===== src/rtl/swtlb_pkg.sv =====
package swtlb_pkg;

    typedef enum logic [1:0] {
        OP_INS_ADDR   = 2'd0,
        OP_INS_PROT   = 2'd1,
        OP_PURGE_PAGE = 2'd2,
        OP_PURGE_ALL  = 2'd3
    } cmd_op_e;

    typedef enum logic [1:0] {
        ACC_LOAD  = 2'd0,
        ACC_STORE = 2'd1,
        ACC_FETCH = 2'd2
    } acc_e;

    typedef enum logic [1:0] {
        EXC_NONE  = 2'd0,
        EXC_IMISS = 2'd1,
        EXC_DMISS = 2'd2,
        EXC_PROT  = 2'd3
    } exc_e;

    localparam logic [2:0] PERM_ALL  = 3'b111;
    localparam logic [2:0] PERM_NO_W = 3'b101;
    localparam logic [2:0] PERM_NONE = 3'b000;

endpackage


===== src/rtl/swtlb_cover.sv =====
module swtlb_cover #(
    parameter int N    = 8,
    parameter int VA_W = 32
) (
    input  logic [VA_W-1:0]         addr,
    input  logic [N-1:0]            alloc,
    input  logic [N-1:0][VA_W-1:0]  lo,
    input  logic [N-1:0][VA_W-1:0]  hi,
    output logic [N-1:0]            hit
);
    for (genvar g = 0; g < N; g++) begin : g_slot
        assign hit[g] = alloc[g] && (addr >= lo[g]) && (addr <= hi[g]);
    end
endmodule


===== src/rtl/swtlb_first.sv =====
module swtlb_first #(
    parameter int N  = 8,
    parameter int IW = 3
) (
    input  logic [N-1:0]  vec,
    output logic          any,
    output logic [IW-1:0] idx
);
    always_comb begin
        any = |vec;
        idx = '0;
        for (int i = N - 1; i >= 0; i--) begin
            if (vec[i]) idx = IW'(i);
        end
    end
endmodule


===== src/rtl/swtlb_pid_filter.sv =====
module swtlb_pid_filter #(
    parameter int AID_W = 15,
    parameter int NPID  = 4
) (
    input  logic                   en,
    input  logic [AID_W-1:0]       aid,
    input  logic [NPID-1:0][AID_W:0] pid,
    output logic                   block
);
    logic [NPID-1:0] match;
    for (genvar g = 0; g < NPID; g++) begin : g_pid
        assign match[g] = (pid[g] == {aid, 1'b1});
    end
    assign block = en && (|aid) && (|match);
endmodule


===== src/rtl/swtlb_pid.sv =====
module swtlb_pid
    import swtlb_pkg::*;
#(
    parameter int NUM_ENT   = 8,
    parameter int VA_W      = 32,
    parameter int DATA_W    = 32,
    parameter int PAGE_BITS = 12,
    parameter int PPN_W     = 20,
    parameter int PPN_LSB   = 5,
    parameter int AID_W     = 15,
    parameter int AID_LSB   = 1,
    parameter int D_BIT     = 28,
    parameter int T_BIT     = 29,
    parameter int NUM_PID   = 4,
    localparam int PA_W     = PPN_W + PAGE_BITS,
    localparam int IDX_W    = $clog2(NUM_ENT),
    localparam int PSEL_W   = $clog2(NUM_PID),
    localparam int PID_W    = AID_W + 1
) (
    input  logic              clk,
    input  logic              rst_n,
    input  logic              cmd_valid,
    output logic              cmd_ready,
    input  logic [1:0]        cmd_op,
    input  logic [VA_W-1:0]   cmd_va,
    input  logic [DATA_W-1:0] cmd_data,
    input  logic              pid_we,
    input  logic [PSEL_W-1:0] pid_sel,
    input  logic [PID_W-1:0]  pid_wdata,
    input  logic              prot_en,
    input  logic [VA_W-1:0]   lk_va,
    input  logic [1:0]        lk_type,
    output logic [PA_W-1:0]   lk_pa,
    output logic [2:0]        lk_perm,
    output logic [1:0]        lk_attr,
    output logic [1:0]        lk_exc,
    output logic              flush_notify
);
    localparam logic [VA_W-1:0] PAGE_LAST = VA_W'((64'd1 << PAGE_BITS) - 64'd1);

    typedef struct packed {
        logic              alloc;
        logic              valid;
        logic [VA_W-1:0]   vb;
        logic [VA_W-1:0]   ve;
        logic [PPN_W-1:0]  ppn;
        logic [AID_W-1:0]  aid;
        logic              dirty;
        logic              trap;
    } ent_t;

    typedef struct packed {
        ent_t [NUM_ENT-1:0]              ent;
        logic [IDX_W-1:0]                rr;
        logic [NUM_PID-1:0][PID_W-1:0]   pid;
        logic                            pen;
        logic                            flush;
    } st_t;

    st_t s_q, s_d;

    logic [NUM_ENT-1:0]            ent_alloc;
    logic [NUM_ENT-1:0][VA_W-1:0]  ent_vb;
    logic [NUM_ENT-1:0][VA_W-1:0]  ent_ve;

    always_comb begin
        for (int i = 0; i < NUM_ENT; i++) begin
            ent_alloc[i] = s_q.ent[i].alloc;
            ent_vb[i]    = s_q.ent[i].vb;
            ent_ve[i]    = s_q.ent[i].ve;
        end
    end

    // ---------------- lookup side ----------------
    logic [NUM_ENT-1:0] lk_hit;
    logic               lk_any;
    logic [IDX_W-1:0]   lk_idx;
    ent_t               lk_ent;
    logic               lk_block;

    swtlb_cover #(.N(NUM_ENT), .VA_W(VA_W)) u_lk_cover (
        .addr(lk_va), .alloc(ent_alloc), .lo(ent_vb), .hi(ent_ve), .hit(lk_hit)
    );
    swtlb_first #(.N(NUM_ENT), .IW(IDX_W)) u_lk_first (
        .vec(lk_hit), .any(lk_any), .idx(lk_idx)
    );

    assign lk_ent = s_q.ent[lk_idx];

    swtlb_pid_filter #(.AID_W(AID_W), .NPID(NUM_PID)) u_filter (
        .en(s_q.pen), .aid(lk_ent.aid), .pid(s_q.pid), .block(lk_block)
    );

    always_comb begin
        lk_pa   = '0;
        lk_perm = PERM_NONE;
        lk_attr = 2'b00;
        lk_exc  = EXC_NONE;
        if (!lk_any || !lk_ent.valid) begin
            lk_exc = (acc_e'(lk_type) == ACC_FETCH) ? EXC_IMISS : EXC_DMISS;
        end else if (lk_block && acc_e'(lk_type) == ACC_STORE) begin
            lk_perm = PERM_NO_W;
            lk_exc  = EXC_PROT;
        end else begin
            lk_perm = lk_block ? PERM_NO_W : PERM_ALL;
            lk_pa   = {lk_ent.ppn, lk_va[PAGE_BITS-1:0]};
            lk_attr = {lk_ent.trap, lk_ent.dirty};
        end
    end

    // ---------------- command side ----------------
    logic [NUM_ENT-1:0] cmd_hit;
    logic               cmd_any;
    logic [IDX_W-1:0]   cmd_idx;
    logic [IDX_W-1:0]   slot;
    logic [VA_W-1:0]    new_vb;
    logic               cmd_fire;

    swtlb_cover #(.N(NUM_ENT), .VA_W(VA_W)) u_cmd_cover (
        .addr(cmd_va), .alloc(ent_alloc), .lo(ent_vb), .hi(ent_ve), .hit(cmd_hit)
    );
    swtlb_first #(.N(NUM_ENT), .IW(IDX_W)) u_cmd_first (
        .vec(cmd_hit), .any(cmd_any), .idx(cmd_idx)
    );

    assign cmd_ready = 1'b1;
    assign cmd_fire  = cmd_valid && cmd_ready;
    assign new_vb    = {cmd_va[VA_W-1:PAGE_BITS], {PAGE_BITS{1'b0}}};
    assign slot      = cmd_any ? cmd_idx : s_q.rr;

    logic unused_bits;
    assign unused_bits = ^{cmd_data, cmd_va[PAGE_BITS-1:0]};

    always_comb begin
        s_d       = s_q;
        s_d.pen   = prot_en;
        s_d.flush = (prot_en != s_q.pen);
        if (pid_we) begin
            s_d.pid[pid_sel] = pid_wdata;
            s_d.flush        = 1'b1;
        end
        if (cmd_fire) begin
            unique case (cmd_op_e'(cmd_op))
                OP_INS_ADDR: begin
                    for (int i = 0; i < NUM_ENT; i++) begin
                        if (cmd_hit[i]) s_d.ent[i].valid = 1'b0;
                    end
                    s_d.ent[slot].alloc = 1'b1;
                    s_d.ent[slot].valid = 1'b0;
                    s_d.ent[slot].vb    = new_vb;
                    s_d.ent[slot].ve    = new_vb + PAGE_LAST;
                    s_d.ent[slot].ppn   = cmd_data[PPN_LSB +: PPN_W];
                    s_d.ent[slot].aid   = '0;
                    s_d.ent[slot].dirty = 1'b0;
                    s_d.ent[slot].trap  = 1'b0;
                    if (!cmd_any) begin
                        s_d.rr = (s_q.rr == IDX_W'(NUM_ENT - 1)) ? '0 : s_q.rr + 1'b1;
                    end
                end
                OP_INS_PROT: begin
                    if (cmd_any) begin
                        s_d.ent[cmd_idx].aid   = cmd_data[AID_LSB +: AID_W];
                        s_d.ent[cmd_idx].dirty = cmd_data[D_BIT];
                        s_d.ent[cmd_idx].trap  = cmd_data[T_BIT];
                        s_d.ent[cmd_idx].valid = 1'b1;
                    end
                end
                OP_PURGE_PAGE: begin
                    for (int i = 0; i < NUM_ENT; i++) begin
                        if (cmd_hit[i]) begin
                            s_d.ent[i].alloc = 1'b0;
                            s_d.ent[i].valid = 1'b0;
                        end
                    end
                end
                OP_PURGE_ALL: begin
                    for (int i = 0; i < NUM_ENT; i++) begin
                        s_d.ent[i].alloc = 1'b0;
                        s_d.ent[i].valid = 1'b0;
                    end
                end
                default: ;
            endcase
        end
    end

    always_ff @(posedge clk or negedge rst_n) begin
        if (!rst_n) s_q <= '0;
        else        s_q <= s_d;
    end

    assign flush_notify = s_q.flush;

endmodule


===== config.mk =====
export PLATFORM = sky130hd
export DESIGN_NAME = swtlb_pid
export DESIGN_NICKNAME = d
export VERILOG_FILES = /design/src/rtl/swtlb_pkg.sv /design/src/rtl/swtlb_cover.sv /design/src/rtl/swtlb_first.sv /design/src/rtl/swtlb_pid_filter.sv /design/src/rtl/swtlb_pid.sv
export SDC_FILE = /design/constraint.sdc
export NUM_CORES = 2
export LEC_CHECK = 0
export CORE_MARGIN = 3
export CORE_UTILIZATION = 55
export CTS_BUF_LIST = sky130_fd_sc_hd__clkbuf_8
export DETAILED_ROUTE_END_ITERATION = 10
export DONT_BUFFER_PORTS = 1
export GPL_TIMING_DRIVEN = 0
export PLACE_DENSITY = 0.7
export SYNTH_ARGS = -nofsm -noshare
export SYNTH_HDL_FRONTEND = slang
export SYNTH_SLANG_ARGS = --single-unit

===== constraint.sdc =====
create_clock -name clk -period 8 [get_ports clk]
set_input_delay 1.6 -clock clk [delete_from_list [all_inputs] [get_ports clk]]
set_output_delay 1.6 -clock clk [all_outputs]
set_load 0.005 [all_outputs]

==> results summary <==
The checks that failed: setup timing. The pre-antenna-repair detailed-routing pass consisted of 6 iterations. The synthesized design contains 549 register bits. The routed layout has 35246 vias.

The static leakage power is 20.11 nW. Counting instances in the post-synthesis netlist gives the leading cell types as sky130_fd_sc_hd__dfrtp_1 (549), sky130_fd_sc_hd__ha_1 (514), sky130_fd_sc_hd__nand2_1 (485). The run finished, with violations left.

The biggest area contributor in the post-synthesis netlist is sky130_fd_sc_hd__dfrtp_1. For this block, the routed nets add up to 151200 um of wire. The number of buffers inserted during clock tree synthesis came out at 96. For the worst-skew pair, the clock arrives at the later sink with an insertion delay of 0.77 ns. The average wire per cell in the routed design is 28.94 um. The count of hold buffers inserted by post-cts repair came out at 0. The slew of the pin with the lowest slew margin came out at 1.380 ns. The data required time at the worst endpoint is 6.40 ns.

The area fraction of the dominant cell type after synthesis is 0.3539. The via count of the first global-routing pass is 33686. The highest net fanout along the worst path is 10. STA classifies the critical path startpoint as an input pin. The power density relative to cell area is 277.5 nW/um2. The clock transition time at the flip-flop clock pins of the worst setup and hold paths is 0.06 ns. The worst-case IR drop observed on VDD is 203.1 uV. The worst setup path is captured at a primary output. The largest net degree at the start of global routing came out at 550. In this run the critical register-to-register path is captured at s_q[78]. The category of the critical setup timing path is in2out. Measured on the finished design, the core utilization comes to 0.6433. The post-placement cell area came out at 40050 um2. The synthesized design contains 0 enable-type register cells. The number of levels in the clock H-tree is 3. The worst register-to-register path has a depth of 17. The number of nets with antenna violations after detailed routing is 0. The maximum buffer depth of the clock tree is 3. The max-cap check violation count came out at 0. The initial utilization of the core area, before any placement, comes to 0.5602. From synthesis to final layout, the design area changed by 14.83%.

The area of the core is 69310 um2. The worst register-to-register path begins at ent_ve[139]. The CTS root buffer is sky130_fd_sc_hd__clkbuf_8.

The proportion of layout cells with a drive suffix above 1 came out at 0.2064. The final layout net count is 4846. At the end of routability-driven placement, the weighted congestion stood at 1.032. The path class of the tightest hold or removal check is reg2reg. The number of hold violations in the final report is 0. The width of the die is 271.7 um. With fillers left out, the area of the finished cells amounts to 44580 um2. In the global route stage, overall resource usage came out at 0.3992. The synthesized instance count came out at 3994. The final critical-path setup slack came out at -0.07991 ns. In the synthesized netlist the async set-or-reset flop fraction comes to 1.000. The die extent in y came out at 271.7 um.

The floorplan step defined a die boundary enclosing 73820 um2. sky130_fd_sc_hd__dfrtp_1 is the most common cell in the netlist. The worst-case headroom to the max-slew limit is 0.07205. The post-detailed-route DRC marker count came out at 0. The clock net sink count is 549. The first-pass GRT wire length is 219600 um.

The number of synthesis warnings came out at 0. The share of the Yosys chip area taken by registers is 0.3539. The period utilization came out at 1.010. The fill cell instance count of the final layout is 5681. The final HPWL from detailed placement is 107900 um. The final critical delay including setup and external delays came out at 8.080 ns.

The final number of setup-violating endpoints is 25. The number of pins with negative max-slew slack in the final report came out at 0. The startpoint of the worst hold path is s_q[378]. In this run the tool buffered the top-level ports with 0 buffer cells.

The number of DRC violations after detailed-routing iteration 0 came out at 4377. Using the TritonRoute via totals, the vias-per-cell ratio works out to 6.746. In this run the count of I/O pins placed on the die edge is 164.

Setup repair after global routing could not meet its margin everywhere. The most instantiated flip-flop cell in the synthesis netlist is sky130_fd_sc_hd__dfrtp_1. The mapped netlist covers 38820 um2. The register-to-register path setup slack is 0.50 ns. The number of unique standard cell types used by synthesis came out at 100.

The initial antenna violation count was 8. For the final database, setup skew stands at 0.07055 ns. The data arrival time of the critical path is 6.48 ns.

The mean area per synthesized cell is 9.721 um2. Yosys attributes the largest share of cell area to sky130_fd_sc_hd__dfrtp_1 (35%), sky130_fd_sc_hd__ha_1 (17%), sky130_fd_sc_hd__mux2_2 (8.5%). The worst hold path was traced through 2 stages.

The number of nets handed over by synthesis was 4631. TritonCTS built the clock tree. The initialized floorplan defines 96 standard-cell rows. Derived from the worst setup path, the maximum achievable clock frequency is 123.8 MHz. The sum of overflow across all layers after global routing is 0.

The path with the worst hold slack has its endpoint at s_q[378].
-- sequential cells by signal (all words and copies together), names as in the netlist --
name,count
s_q,372
flush_notify,1
ent_vb,160
ent_alloc,8
ent_ve,8
-- report_power, final --
group | internal [W] | switching (W) | total [W]
Clock | 0.00147 | 0.00133 | 0.00280
Sequential | 0.00368 | 0.000541 | 0.00422
Combinational | 0.00239 | 0.00297 | 0.00535
Total | 0.00753 | 0.00484 | 0.0124
-- worst max-delay path by stage --
stage / start / end / slack (ns) / cells past startpoint
final: lk_va[21] / lk_attr[0] / -0.08 / 19
after floorplan: lk_va[0] / lk_pa[13] / 0.52 / 19
after detailed placement: lk_va[0] / lk_pa[13] / -2.05 / 18
after global routing: lk_va[13] / lk_attr[0] / -0.07 / 21
after CTS: lk_va[25] / lk_pa[8] / 0.006 / 19
after global placement: lk_va[0] / lk_pa[13] / -2.00 / 20
-- routing by layer --
metal	vias to the layer above	routed length [um]	track usage
met5	-	67	0
met4	10	8265	0.1881
met3	527	18780	0.1194
met2	2158	63340	0.5786
met1	17204	60750	0.5476
li1	15347	-	-
-- repair_timing --
item                                    CTS  global route
gates cloned                              9             3
endpoints found under the hold margin     0             0
pin swaps                                54            48
buffers inserted                         71            34
endpoints found under the setup margin   39            37
resized for setup                       221           101
-- layout by cell type, fill, tap and decap left out, types with 27 or more instances in the layout --
| master | instances |
|---|---|
| sky130_fd_sc_hd__dfrtp_1 | 545 |
| sky130_fd_sc_hd__ha_1 | 509 |
| sky130_fd_sc_hd__nand2_1 | 479 |
| sky130_fd_sc_hd__mux2_2 | 292 |
| sky130_fd_sc_hd__o21ai_0 | 265 |
| sky130_fd_sc_hd__inv_1 | 241 |
| sky130_fd_sc_hd__a21oi_1 | 148 |
| sky130_fd_sc_hd__nand3_1 | 148 |
| sky130_fd_sc_hd__nor2_1 | 137 |
| sky130_fd_sc_hd__nand4_1 | 131 |
| sky130_fd_sc_hd__clkbuf_8 | 123 |
| sky130_fd_sc_hd__buf_4 | 101 |
| sky130_fd_sc_hd__clkbuf_1 | 100 |
| sky130_fd_sc_hd__a21o_1 | 79 |
| sky130_fd_sc_hd__nor3_1 | 51 |
| sky130_fd_sc_hd__o21a_1 | 48 |
| sky130_fd_sc_hd__mux4_2 | 46 |
| sky130_fd_sc_hd__a22oi_1 | 39 |
| sky130_fd_sc_hd__nor4_1 | 37 |
| sky130_fd_sc_hd__mux2i_1 | 29 |
| sky130_fd_sc_hd__nor2b_1 | 28 |
| sky130_fd_sc_hd__o211ai_1 | 28 |
| sky130_fd_sc_hd__o22ai_1 | 27 |
| sky130_fd_sc_hd__a22o_1 | 27 |
-- worst max-delay path, cell delays in order --
cell                        delay (ns)
sky130_fd_sc_hd__ha_1             0.30
sky130_fd_sc_hd__a21o_1           0.19
sky130_fd_sc_hd__a222oi_1         0.37
sky130_fd_sc_hd__nand4_1          0.20
sky130_fd_sc_hd__nand3b_1         0.27
sky130_fd_sc_hd__a21oi_4          0.49
sky130_fd_sc_hd__nor2_1           0.24
sky130_fd_sc_hd__clkbuf_1         0.39
sky130_fd_sc_hd__o211ai_1         0.24
sky130_fd_sc_hd__mux2i_1          0.25
sky130_fd_sc_hd__nor3_2           0.47
sky130_fd_sc_hd__nand2b_1         0.10
sky130_fd_sc_hd__o2111ai_1        0.09
sky130_fd_sc_hd__nor4_1           0.09
sky130_fd_sc_hd__nand4_1          0.16
sky130_fd_sc_hd__nand4_4          0.31
sky130_fd_sc_hd__buf_6            0.24
sky130_fd_sc_hd__buf_6            0.13
sky130_fd_sc_hd__a211oi_4         0.32
-- logic make-up (layout without fill, tap and decap cells) --
| logic type | count (synthesis) | after routing | share of synthesized area |
|---|---|---|---|
| muxes | 374 | 374 | 0.1210 |
| and+or+nand+nor | 1196 | 1197 | 0.1497 |
| adders and majority gates | 514 | 514 | 0.1656 |
| buffers and inverters | 380 | 673 | 0.03919 |
| xor gates and xnor gates | 16 | 16 | 0.003610 |
| other | 1 | 7 | 0.00009659 |
| AOI/OAI and AO/OA | 964 | 964 | 0.1669 |
| DFF | 549 | 549 | 0.3539 |
-- layout make-up --
cell class	instances	area, um2	area share
clock inverter	55	396.6	0.008896
inverter	221	863.3	0.01936
buffer	155	814.5	0.01827
timing repair buffer	112	1013	0.02273
sequential	549	13740	0.3083
clock buffer	122	1679	0.03766
timing repair inverter	8	40.04	0.0008980
multi-input combinational	3066	24850	0.5575
antenna	6	15.01	0.0003368
tap	931	1165	0.02613
-- per-stage QoR --
stage	setup slack (ns)	total power, W	cells	TNS [ns]	hold WS [ns]
2_1_floorplan	0.5246	0.007688	3994	0	0.4413
3_3_place_gp	-2.003	0.008862	4925	-169.50	0.4538
3_5_place_dp	-2.050	0.009029	4928	-75.90	0.4673
4_1_cts	0.006314	0.01204	5184	0	0.4797
5_1_grt	-0.07409	0.01316	5220	-1.443	0.5029
6_report	-0.07991	0.01237	5225	-1.030	0.4785
No activity file was read; power rests on OpenSTA's default activity.
